File: config.mk
export PLATFORM = sky130hd
export DESIGN_NAME = shu_top
export DESIGN_NICKNAME = d
export VERILOG_FILES = /design/src/rtl/shu_pkg.sv /design/src/rtl/shu_decode.sv /design/src/rtl/shu_count_sel.sv /design/src/rtl/shu_barrel.sv /design/src/rtl/shu_top.sv
export SDC_FILE = /design/constraint.sdc
export NUM_CORES = 1
export LEC_CHECK = 0
export ABC_AREA = 1
export BUFFER_PORTS_ARGS = -buffer_cell sky130_fd_sc_hd__buf_2
export CORE_AREA = 2 2 111 113
export DETAILED_ROUTE_END_ITERATION = 8
export DIE_AREA = 0 0 113 115
export SYNTH_ARGS = -nofsm -noshare
export SYNTH_HDL_FRONTEND = slang
export SYNTH_HIERARCHICAL = 1
export SYNTH_SLANG_ARGS = --single-unit
File: constraint.sdc
create_clock -name vclk -period 2.35
set_input_delay 0.1175 -clock vclk [all_inputs]
set_output_delay 0.1175 -clock vclk [all_outputs]
set_load 0.005 [all_outputs]
File: src/rtl/shu_pkg.sv
package shu_pkg;

  typedef enum logic [1:0] {
    SHM_RIGHT_LOG = 2'd0,
    SHM_RIGHT_ARI = 2'd1,
    SHM_LEFT_LOG  = 2'd2,
    SHM_ROT_LEFT  = 2'd3
  } shu_mode_e;

  localparam int unsigned OPC_W = 5;
  localparam logic [OPC_W-1:0] OPC_SHR  = 5'd26;
  localparam logic [OPC_W-1:0] OPC_SHRA = 5'd27;
  localparam logic [OPC_W-1:0] OPC_SHL  = 5'd28;
  localparam logic [OPC_W-1:0] OPC_ROTL = 5'd29;

endpackage

File: src/rtl/shu_decode.sv
module shu_decode
  import shu_pkg::*;
(
  input  logic [OPC_W-1:0] opcode,
  output shu_mode_e        mode,
  output logic             is_shift
);

  always_comb begin
    mode     = SHM_RIGHT_LOG;
    is_shift = 1'b1;
    unique case (opcode)
      OPC_SHR:  mode = SHM_RIGHT_LOG;
      OPC_SHRA: mode = SHM_RIGHT_ARI;
      OPC_SHL:  mode = SHM_LEFT_LOG;
      OPC_ROTL: mode = SHM_ROT_LEFT;
      default:  is_shift = 1'b0;
    endcase
  end

  // valid exactly for the four shift opcodes
  always_comb begin
    p_shift_window_r9: assert ((opcode >= OPC_SHR && opcode <= OPC_ROTL) == is_shift)
      else $error("decode window mismatch");
  end

endmodule

File: src/rtl/shu_count_sel.sv
module shu_count_sel #(
  parameter int unsigned CW = 5
) (
  input  logic [CW-1:0] field_cnt,
  input  logic [CW-1:0] reg_cnt,
  output logic [CW-1:0] count,
  output logic          from_reg
);

  function automatic logic [CW-1:0] pick_count(input logic [CW-1:0] f,
                                               input logic [CW-1:0] r);
    return (f != '0) ? f : r;
  endfunction

  assign from_reg = (field_cnt == '0);
  assign count    = pick_count(field_cnt, reg_cnt);

  always_comb begin
    // a nonzero field is used as is
    p_field_wins_r1: assert (from_reg || count == field_cnt)
      else $error("field count not used");
    // a zero field defers to the register
    p_reg_fallback_r2: assert (!from_reg || count == reg_cnt)
      else $error("register count not used");
  end

endmodule

File: src/rtl/shu_barrel.sv
module shu_barrel
  import shu_pkg::*;
#(
  parameter int unsigned W  = 32,
  parameter int unsigned CW = $clog2(W)
) (
  input  logic [W-1:0]  din,
  input  logic [CW-1:0] amt,
  input  shu_mode_e     mode,
  output logic [W-1:0]  dout
);

  function automatic logic [W-1:0] step(input logic [W-1:0] d,
                                        input int unsigned k,
                                        input shu_mode_e m);
    logic [2*W-1:0] wide;
    logic [W-1:0]   r;
    unique case (m)
      SHM_RIGHT_LOG: r = d >> k;
      SHM_RIGHT_ARI: begin
        wide = {{W{d[W-1]}}, d} >> k;
        r    = wide[W-1:0];
      end
      SHM_LEFT_LOG:  r = d << k;
      default:       r = (d << k) | (d >> (W - k));
    endcase
    return r;
  endfunction

  logic [W-1:0] stage_q [CW+1];

  assign stage_q[0] = din;

  for (genvar s = 0; s < CW; s++) begin : g_stage
    logic [W-1:0] moved;
    assign moved        = step(stage_q[s], 1 << s, mode);
    assign stage_q[s+1] = amt[s] ? moved : stage_q[s];

    // every rotate stage keeps the set-bit population
    always_comb begin
      p_rot_stage_pop_r6: assert (mode != SHM_ROT_LEFT ||
                                  $countones(stage_q[s+1]) == $countones(stage_q[s]))
        else $error("rotate stage lost bits");
    end
  end

  assign dout = stage_q[CW];

endmodule

File: src/rtl/shu_top.sv
module shu_top
  import shu_pkg::*;
#(
  parameter int unsigned W  = 32,
  parameter int unsigned CW = $clog2(W)
) (
  input  logic [W-1:0] instr,
  input  logic [W-1:0] src,
  input  logic [W-1:0] cnt_reg,
  output logic [W-1:0] result,
  output logic         valid
);

  localparam int unsigned OPC_LSB = W - OPC_W;

  shu_mode_e     mode;
  logic          is_shift;
  logic [CW-1:0] count;
  logic          from_reg;
  logic [W-1:0]  shifted;
  logic          zero_count;

  shu_decode u_decode (
    .opcode   (instr[W-1:OPC_LSB]),
    .mode     (mode),
    .is_shift (is_shift)
  );

  shu_count_sel #(.CW(CW)) u_count (
    .field_cnt (instr[CW-1:0]),
    .reg_cnt   (cnt_reg[CW-1:0]),
    .count     (count),
    .from_reg  (from_reg)
  );

  shu_barrel #(.W(W), .CW(CW)) u_barrel (
    .din  (src),
    .amt  (count),
    .mode (mode),
    .dout (shifted)
  );

  assign zero_count = (count == '0);
  assign valid      = is_shift;
  assign result     = is_shift ? shifted : '0;

  always_comb begin
    // zero count is a pass-through
    p_zero_pass_r7: assert (!(valid && zero_count) || result == src)
      else $error("zero count altered operand");
    // non-shift opcodes give zero
    p_idle_zero_r8: assert (valid || result == '0)
      else $error("non-shift result not zero");
    // logical right with a nonzero count clears the top bit
    p_shr_top_r3: assert (!(valid && mode == SHM_RIGHT_LOG && !zero_count) || !result[W-1])
      else $error("logical right top bit set");
    // arithmetic right keeps the sign
    p_shra_sign_r4: assert (!(valid && mode == SHM_RIGHT_ARI) || result[W-1] == src[W-1])
      else $error("arithmetic right lost sign");
    // left shift with a nonzero count clears bit 0
    p_shl_low_r5: assert (!(valid && mode == SHM_LEFT_LOG && !zero_count) || !result[0])
      else $error("left shift bit 0 set");
    // rotate keeps the set-bit population end to end
    p_rot_pop_r6: assert (!(valid && mode == SHM_ROT_LEFT) ||
                          $countones(result) == $countones(src))
      else $error("rotate population changed");
  end

endmodule

# After elaboration in Yosys (flattened, before gate mapping)
# Cells that the tools add are included.
# totals
register_bits	0
latchBits	0
ram_bits	0
mem_bits_ro	0
output_inout_bits	33
memories	0
# op_classes
n_addsub	0
mul	0
n_div	0
n_lt_le_gt_ge	0
eq_ne	6
n_shift	0
n_mux	14
n_bitwise	5
n_reduce_logical	3
# ops
cell	n
$pmux W32 S3	5
$mux W32	6
$or A32 B1 Y32	1
$or A32 B16 Y32	1
$or A32 B2 Y32	1
$or A32 B4 Y32	1
$or A32 B8 Y32	1
$eq A5 B5 Y1 const B	4
$pmux W2 S3	1
$mux W5	1
$reduce_bool A5 Y1	1
$reduce_or A4 Y1	1
$eq A2 B1 Y1 const B	1
$eq A2 B2 Y1 const B	1
$logic_not A2 Y1	1
$mux W1	1

# Depth between registers and ports, before layout
# Gate-level depths: netlist (run 1).
# depth
depth_word	18
depth_mapped	23

# Cells and area by module
# The synthesis (run 1) kept the hierarchy.
# by_module_without_submodules
mod	instances	cells_each	area_each_um2	seq_area_each_um2
shu_barrel	1	829	4299.1	0.0
shu_top	1	67	274.0	0.0
shu_count_sel	1	19	93.8	0.0
shu_decode	1	17	67.6	0.0

# Worst setup path before layout (run 1)
# No wires, ideal clock.
# synth_path
path_kind	input-to-output
startpoint	input instr[3]
endpoint	output result[20]
arrival_time_ps	1710
required_time_ps	2233
path_slack_ps	522
cell_stages	17
n_path_buf	3
path_cell_list	nor2_2 -> nand4_1 -> nand2_1 -> buf_6 -> buf_6 -> buf_6 -> nand3_2 -> nand3_1 -> nand3_2 -> nand3_1 -> nand3_1 -> o21ai_1 -> nand2_1 -> a21oi_1 -> a21oi_1 -> nand2_1 -> inv_1
# synth_via
elab_chain_len	16
# synth_rtl
item	line_no	source
start, declared	shu_top.sv:7	input logic [W-1:0] instr,
$reduce_bool A5 Y1 *	shu_count_sel.sv:12	return (f != '0) ? f : r;
$mux W5 *	shu_count_sel.sv:12	
via count[0]	shu_top.sv:18	logic [CW-1:0] count;
$mux W32 *	shu_barrel.sv:37	assign stage_q[s+1] = amt[s] ? moved : stage_q[s];
$or A32 B2 Y32	shu_barrel.sv:25	default: r = (d << k) | (d >> (W - k));
$pmux W32 S3	shu_barrel.sv:18	unique case (m)
$mux W32 *	shu_barrel.sv:37	
$or A32 B4 Y32	shu_barrel.sv:25	
(+2 left out)	--	
$or A32 B8 Y32	shu_barrel.sv:25	
$pmux W32 S3	shu_barrel.sv:18	
$mux W32 *	shu_barrel.sv:37	
$or A32 B16 Y32	shu_barrel.sv:25	
$pmux W32 S3	shu_barrel.sv:18	
$mux W32 *	shu_barrel.sv:37	
via shifted[20]	shu_top.sv:20	logic [W-1:0] shifted;
$mux W32 *	shu_top.sv:45	assign result = is_shift ? shifted : '0;
end, declared	shu_top.sv:10	output logic [W-1:0] result,
# Mark *: on every way through the listed nets, which the timed path passes. The rest lies on a longest branch.

# Final worst setup path (run 1)
# layout_path
startpoint	input instr[2]
endpoint	output result[22]
# The elaborated chain is that of the path after synthesis.

==> impl_metrics.toml, run 1 <==
[run_status]
status = "finished, violations left"
violations = "DRC"

[yosys]
syn-cell-area_sq_um = 4730
syn_inst = 931
syn_nets = 1027
avgSynthCellArea_sq_um = 5.08
ys_warn_count = 6

[finish]
antennaDiodeCount = 0
seq_cells = 0
syn2layout_area_growth_pct = 38.9
final_cells = 1172
ff_latch_area_sq_um = 0
nets = 1123
nClkBuffers = 0
drive_gt1_share_pct = 39.7

[power_and_ir_drop]
peakVddDrop_mv = 0.129
p_sw_mw = 0.839
combPwrFrac_pct = 100.0
pwr-share-clk_pct = 0
p_per_area_nw_per_um2 = 204
seqPwrFrac_pct = 0
leakagePower_nw = 3.55
switching_share_pct = 62.5
fin_total_pwr_mw = 1.34
internal_power_mw = 0.504

[setup_path]
worstPathCellList = "buf_8 > nor2_4 > nand4_1 > nand2_4 > buf_12 > buf_6 > or2_1 > nand3_1 > nand3_2 > nand2_1 > nand2_1 > nand3_1 > nand3_1 > nand3_1 > a21oi_2 > nand2_1 > inv_1 > buf_2"
cp.required_ns = 2.23
critical_path.slowest_cell = "or2_1"
cp-start-kind = "input pin"
max_stage_delay_ns = 0.16
end_kind = "primary output"
critPathArrivalTime_ns = 2.19
critPathMostFrequentCell = "nand3_1"
worstSetupPathType = "in -> out"
path_max_fanout = 6

[detailed_routing]
routed_wl_microns = 19000
drt_iter0_drc = 643
dr_total_vias = 6753
drc_errors = 3
wl_per_cell_microns = 16.2
vias_per_cell = 5.76
drtAntennaViolNets = 0
firstDrtPassIters = 8

[sta]
worst_pin_slew_ns = 0.949
period_minus_slack_ns = 2.30
finalMaxSlewViolations = 0
relSlewSlack_pct = 36.7
setup_viol_count_final = 0
rsz0062_at_grt = "true"
period_share_pct = 98.0
hold_viol = 0
worst_slack_ns = 0.0460
max_freq_ghz = 0.434

[floorplan]
num_io_pins = 129
start_util_pct = 40.1
chipWidth_microns = 113
core_area_sq_um = 11800
num_rows = 40
die_area_sq_um = 13000
die_y_microns = 115

[grt]
overflow = 0
grt_pass1_vias = 5646
grt_max_degree = 49
antenna_found_initial = 0
grt_use_total_pct = 24.8
grt_first_pass_wirelength_microns = 26900

[worst_hold_path]
hold_path_class = "in -> out"
hold_path_depth = 5

[placement]
place_congestion = 1.01
dp_hpwl_microns = 13200
port_buffers = 80
placed_cells = 1145
pre_cts_slack_ns = 0.0300

[run]
cap_violations = 0
## power by group through the flow
stage	clock, mW	combinational (mW)	sequential (mW)
floorplan	0	0.779	0
global placement	0	1.07	0
detailed placement	0	1.07	0
CTS	0	1.08	0
global route	0	1.46	0
finish	0	1.34	0
## timing repair
action	CTS	global route
endpoints found under the setup margin	0	32
buffers inserted	0	17
hold buffers	0	0
gates resized for setup	0	210
## cells in the final DEF (no fill, tap or decap), types with 2 or more instances in the layout
cell type  instances
nor2_2             2
inv_1             61
nand4_1            4
nand3_1          206
nand2_4            9
nand3_2          122
nor2_1             6
a21oi_2           11
clkinv_1           2
nand2_1          300
o211ai_1           5
nand3b_1           2
or2_1             12
clkinv_8           3
buf_12            10
inv_2              6
a21oi_1           14
nand3_4           20
buf_2             73
nand2_2           48
buf_4             52
nor2_4             2
a21o_1             3
or2_4             16
o21ai_2            6
clkbuf_16          5
o21ai_1            3
buf_6             16
## path summary, 6_finish.rpt
| path | to | startpoint | slack [ns] |
|---|---|---|---|
| min | valid | instr[31] | 0.83 |
| max | result[22] | instr[2] | 0.05 |
## layout make-up
class | count | area (sq um)
Timing Repair inverter | 2 | 27.5
Multi-Input combinational cell | 793 | 4760
Tap cell | 147 | 184
Fill cell | 1218 | 5240
Timing Repair Buffer | 158 | 1300
Inverter | 72 | 298
## metrics by stage
| stage | util (%) | setup TNS (ns) | instance area, sq um | hold slack (ns) |
|---|---|---|---|---|
| 3_5_place_dp | 45.2 | 0 | 5340 | 0.861 |
| 6_report | 55.6 | 0 | 6570 | 0.831 |
| 5_1_grt | 55.6 | -1.58 | 6570 | 0.939 |
| 4_1_cts | 45.2 | 0 | 5340 | 0.863 |
| 3_3_place_gp | 45.2 | 0 | 5340 | 0.859 |
| 2_1_floorplan | - | 0 | 4730 | 0.434 |
## critical path: cells and delay by family
family	cells	cell delay, ns
simple gates	12	1.35
buf+inv	5	0.55
compound gates	1	0.16
## routing by layer
metal	vias up	share of wire [%]	track usage, %
met5	-	0	0
met4	0	4.3	7.72
met3	77	7.5	3.11
met2	321	48	44.7
met1	3081	40	30.8
li1	3274	-	-
No activity file was read; power rests on OpenSTA's default activity.
==> inputs of run 2 (changes only) <==
==> constraint.sdc (replaced) <==
create_clock -name vclk -period 2.35
set_input_delay 0.47 -clock vclk [all_inputs]
set_output_delay 0.47 -clock vclk [all_outputs]
set_load 0.005 [all_outputs]
==> run 2 against run 1 <==
  * The flow finishes with violations (DRC, setup timing)
  * Wire length rose by 3.6%
  * Non-clock buffer count up 20
  * Worst hold slack better by 0.74 ns
  * Critical path depth increased by 3
  * Global-route usage rose by 3.4 points
  * Maximum frequency is 24% lower
  * Flip-flop and latch count stayed put
  * Count of clock-buffer cells in the layout unchanged
  * Sequential share of layout area is the same
  * Critical endpoint is now result[16]
  * Largest power group unchanged
==> impl_metrics.toml, run 2 (same netlist as run 1, synthesis figures left out) <==
[setup_path]
end_kind = "primary output"
critPathArrivalTime_ns = 2.57
path_max_fanout = 18
cp.required_ns = 1.88
cp-start-kind = "input pin"
worstSetupPathType = "in -> out"

[power_and_ir_drop]
peakVddDrop_mv = 0.101
p_per_area_nw_per_um2 = 208
fin_total_pwr_mw = 1.44
leakagePower_nw = 3.75

[sta]
max_freq_ghz = 0.329
worst_pin_slew_ns = 0.413
setup_viol_count_final = 32
fin_setup_tns_ns = -19.32
relSlewSlack_pct = 72.5
finalMaxSlewViolations = 0
rsz0062_at_grt = "true"
period_share_pct = 129
period_minus_slack_ns = 3.04
hold_viol = 0
worst_slack_ns = -0.688

[detailed_routing]
routed_wl_microns = 19700
drtAntennaViolNets = 0
drt_iter0_drc = 624
dr_total_vias = 6958
wl_per_cell_microns = 16.5
firstDrtPassIters = 9
vias_per_cell = 5.84
drc_errors = 1

[placement]
placed_cells = 1176
port_buffers = 80
pre_cts_slack_ns = -0.674
place_congestion = 1.01
dp_hpwl_microns = 14000

[worst_hold_path]
min_to = "valid"
hold_path_depth = 6
worstHoldStart = "instr[29]"
hold_path_class = "in -> out"

[grt]
antenna_found_initial = 0
overflow = 0
grt_pass1_vias = 6269
grt_first_pass_wirelength_microns = 30300
grt_max_degree = 48
grt_use_total_pct = 28.2

[finish]
final_common_cell = "nand2_1"
antennaDiodeCount = 0
multiInputGateArea_sq_um = 4930
final_cells = 1192
ff_latch_area_sq_um = 0
mostFrequentLayoutCells = "nand2_1, nand3_1, nand3_2"
fill_cells = 1155
nClkBuffers = 0
drive_gt1_share_pct = 43.2
syn2layout_area_growth_pct = 46.9
seq_cells = 0
nets = 1143

[run_status]
status = "finished, violations left"
violations = "DRC, setup timing"

[floorplan]
die_y_microns = 115
num_io_pins = 129
core_area_sq_um = 11800
start_util_pct = 40.1
num_rows = 40
chipWidth_microns = 113
die_area_sq_um = 13000

[run]
cap_violations = 0
## run 2: power breakdown
| part | total (mW) | internal (mW) | switching, mW |
|---|---|---|---|
| registers | 0 | 0 | 0 |
| logic | 1.44 | 0.565 | 0.878 |
| clock network | 0 | 0 | 0 |
| total | 1.44 | 0.565 | 0.878 |
## run 2: final cells by class
class | count | share of cell area (%)
timing repair inverter | 1 | 0.126
timing repair buffer | 178 | 22.0
inverter | 72 | 4.29
tap | 147 | 2.65
multi-input combinational | 794 | 70.9
## run 2: repair_timing
item                                    CTS  global route
endpoints found under the setup margin   32            32
cloned                                    6             3
pin swaps                                16            40
resized for setup                       110           100
hold buffers                              0             0
setup buffers                             5             2
## run 2: through the flow
step / util [%] / instance area [sq um] / hold slack [ns]
final: 58.8 / 6950 / 1.57
after floorplan: - / 4820 / 1.14
after CTS: 54.4 / 6420 / 1.58
after detailed placement: 48.5 / 5730 / 1.58
after global routing: 58.8 / 6950 / 1.66
after global placement: 48.5 / 5730 / 1.57
## run 2: worst max path at each step
stage	from	slack, ns	endpoint	cells past startpoint
2_1_floorplan	instr[3]	-0.11	result[16]	19
3_3_place_gp	instr[29]	-0.65	result[21]	18
3_5_place_dp	instr[29]	-0.67	result[30]	20
4_1_cts	instr[3]	-0.60	result[28]	18
5_1_grt	instr[1]	-0.84	result[16]	19
6_report	instr[28]	-0.69	result[16]	21
## run 2: worst max-delay path: stages
cell	delay [ns]
buf_2	0.10
nor2_1	0.12
nand2_2	0.11
inv_8	0.15
buf_12	0.13
buf_16	0.15
nand2_1	0.08
nand3_2	0.10
nand3_1	0.11
nand3_1	0.14
nand3_1	0.12
nand3_4	0.12
nand3_2	0.07
nand3_2	0.09
nand3_2	0.07
nand2_1	0.08
nand2_1	0.06
inv_1	0.05
nand2_1	0.05
inv_1	0.06
buf_2	0.10
## run 2: layer usage
metal / wire length (microns) / part of all wire, % / GRT usage, %
met5: 0 / 0 / 0
met2: 9260 / 47 / 47.8
met3: 1720 / 8.7 / 2.95
met4: 984 / 5.0 / 12.6
met1: 7720 / 39 / 36.3
==> inputs of run 3 (changes only) <==
PLACE_DENSITY = 0.66   (was unset)
clock period = 2.5 ns   (was 2.35 ns; I/O delays follow)
==> run 3 against run 2 <==
  * The run still ends with DRC, setup timing left
  * Critical path depth decreased by 2
  * Global-route usage increased by 0.077 points
  * Flip-flop and latch count unchanged
  * Utilization decreased by 1.4 points
  * Total power decreased by 8.2%
  * Count of clock-buffer cells in the layout unchanged
  * Via count increased by 1.2%
  * First-iteration DRC count increased by 3.5%
  * Sequential share of layout area unchanged
  * Die area unchanged
  * Setup slack improved by 0.17 ns
  * Critical path type unchanged
==> impl_metrics.toml, run 3 (same netlist as run 1, synthesis figures left out) <==
[power_and_ir_drop]
p_per_area_nw_per_um2 = 195
leakagePower_nw = 3.67
peakVddDrop_mv = 0.0895

[setup_path]
max_stage_delay_ns = 0.38
critPathArrivalTime_ns = 2.52
cp-start-kind = "input pin"
critical_path.n_buffers_inverters = 6
worstPathCellList = "buf_8 > nor2_4 > nand4_1 > nand2_4 > buf_4 > inv_2 > nand2_1 > nand2_1 > o211ai_1 > nand3_2 > nand2_1 > nand2_1 > nand3_1 > nand2_1 > nand2_1 > inv_1 > nand2_1 > inv_1 > buf_2"
critical_path.slowest_cell = "o211ai_1"
end_kind = "primary output"
path_max_fanout = 8
cp_top_family = "simple AND/OR/NAND/NOR gates"
worstSetupPathType = "in -> out"
critPathMostFrequentCell = "nand2_1"
cp.required_ns = 2.00

[worst_hold_path]
hold_path_depth = 6
min_to = "valid"
hold_path_class = "in -> out"
worstHoldStart = "instr[29]"

[floorplan]
num_rows = 40
die_area_sq_um = 13000
chipWidth_microns = 113
start_util_pct = 40.1
core_area_sq_um = 11800
num_io_pins = 129
die_y_microns = 115

[finish]
mostFrequentLayoutCells = "nand2_1, nand3_1, nand3_2"
multiInputGateArea_sq_um = 4920
syn2layout_area_growth_pct = 43.4
fill_cells = 1131
drive_gt1_share_pct = 42.5
seq_cells = 0
final_common_cell = "nand2_1"
antennaDiodeCount = 0
nClkBuffers = 0
ff_latch_area_sq_um = 0
final_cells = 1177
nets = 1128

[detailed_routing]
dr_total_vias = 7044
wl_per_cell_microns = 16.7
drt_iter0_drc = 646
firstDrtPassIters = 8
vias_per_cell = 5.98
drtAntennaViolNets = 0
drc_errors = 1
routed_wl_microns = 19600

[clocking]
cts_hold_buf = 0

[grt]
antenna_found_initial = 0
grt_pass1_vias = 6331
grt_first_pass_wirelength_microns = 30500
overflow = 0
grt_use_total_pct = 28.3
grt_max_degree = 48

[sta]
setup_viol_count_final = 32
period_share_pct = 121
fin_setup_tns_ns = -14.15
period_minus_slack_ns = 3.02
relSlewSlack_pct = 74.2
hold_slack_ns = 1.63
hold_viol = 0
worst_slack_ns = -0.520
finalMaxSlewViolations = 0
max_freq_ghz = 0.331
rsz0062_at_grt = "true"
worst_pin_slew_ns = 0.385

[run_status]
status = "finished, violations left"
violations = "DRC, setup timing"

[placement]
pre_cts_slack_ns = -0.575
dp_hpwl_microns = 14000
placed_cells = 1162
port_buffers = 80
place_congestion = 1.05

[run]
cap_violations = 0
==> run 3: cell types whose count changed in the layout (fill, tap and decap cells not counted), sizes merged <==
cell      change
nand2         -1
bufbuf        +1
buf          -12
clkinvlp      -1
clkbuf        -2
==> run 3: final cells by class <==
| class | instances | area share (%) |
|---|---|---|
| inverter | 72 | 4.37 |
| multi-input combinational | 793 | 72.6 |
| timing repair buffer | 165 | 20.4 |
| tap | 147 | 2.71 |
==> run 3: metrics by stage <==
stage,power [mW],instance area (sq um),utilization [%]
2_1_floorplan,0.738,4770,-
5_1_grt,1.43,6780,57.4
4_1_cts,1.21,6430,54.4
6_report,1.32,6780,57.4
3_3_place_gp,1.05,5550,46.9
3_5_place_dp,1.06,5550,46.9
==> run 3: routing by layer <==
| metal | track usage [%] | vias to the layer above | wire, microns |
|---|---|---|---|
| met2 | 48.6 | 446 | 9440 |
| met5 | 0 | - | 0 |
| met4 | 17.6 | 0 | 1320 |
| met3 | 4.16 | 131 | 1720 |
| li1 | - | 3284 | - |
| met1 | 33.2 | 3183 | 7140 |
==> run 3: report_power, final <==
| group | internal [mW] | leakage [nW] | switching, mW | total (mW) |
|---|---|---|---|---|
| Sequential | 0 | 0 | 0 | 0 |
| Clock | 0 | 0 | 0 | 0 |
| Combinational | 0.499 | 3.67 | 0.826 | 1.32 |
| Total | 0.499 | 3.67 | 0.826 | 1.32 |
==> run 3: worst max path at each step <==
stage	start	to	slack [ns]	cells after the start
floorplan	instr[3]	result[16]	-0.02	19
global placement	instr[3]	result[22]	-0.57	18
detailed placement	instr[3]	result[22]	-0.58	17
CTS	instr[1]	result[16]	-0.50	20
global route	instr[3]	result[16]	-0.68	19
finish	instr[3]	result[16]	-0.52	19
==> run 3: timing repair <==
action / in CTS / in global routing
cloned: 5 / 0
pin swaps: 33 / 28
setup buffers: 10 / 1
endpoints found under the setup margin: 32 / 32
resized for setup: 143 / 85
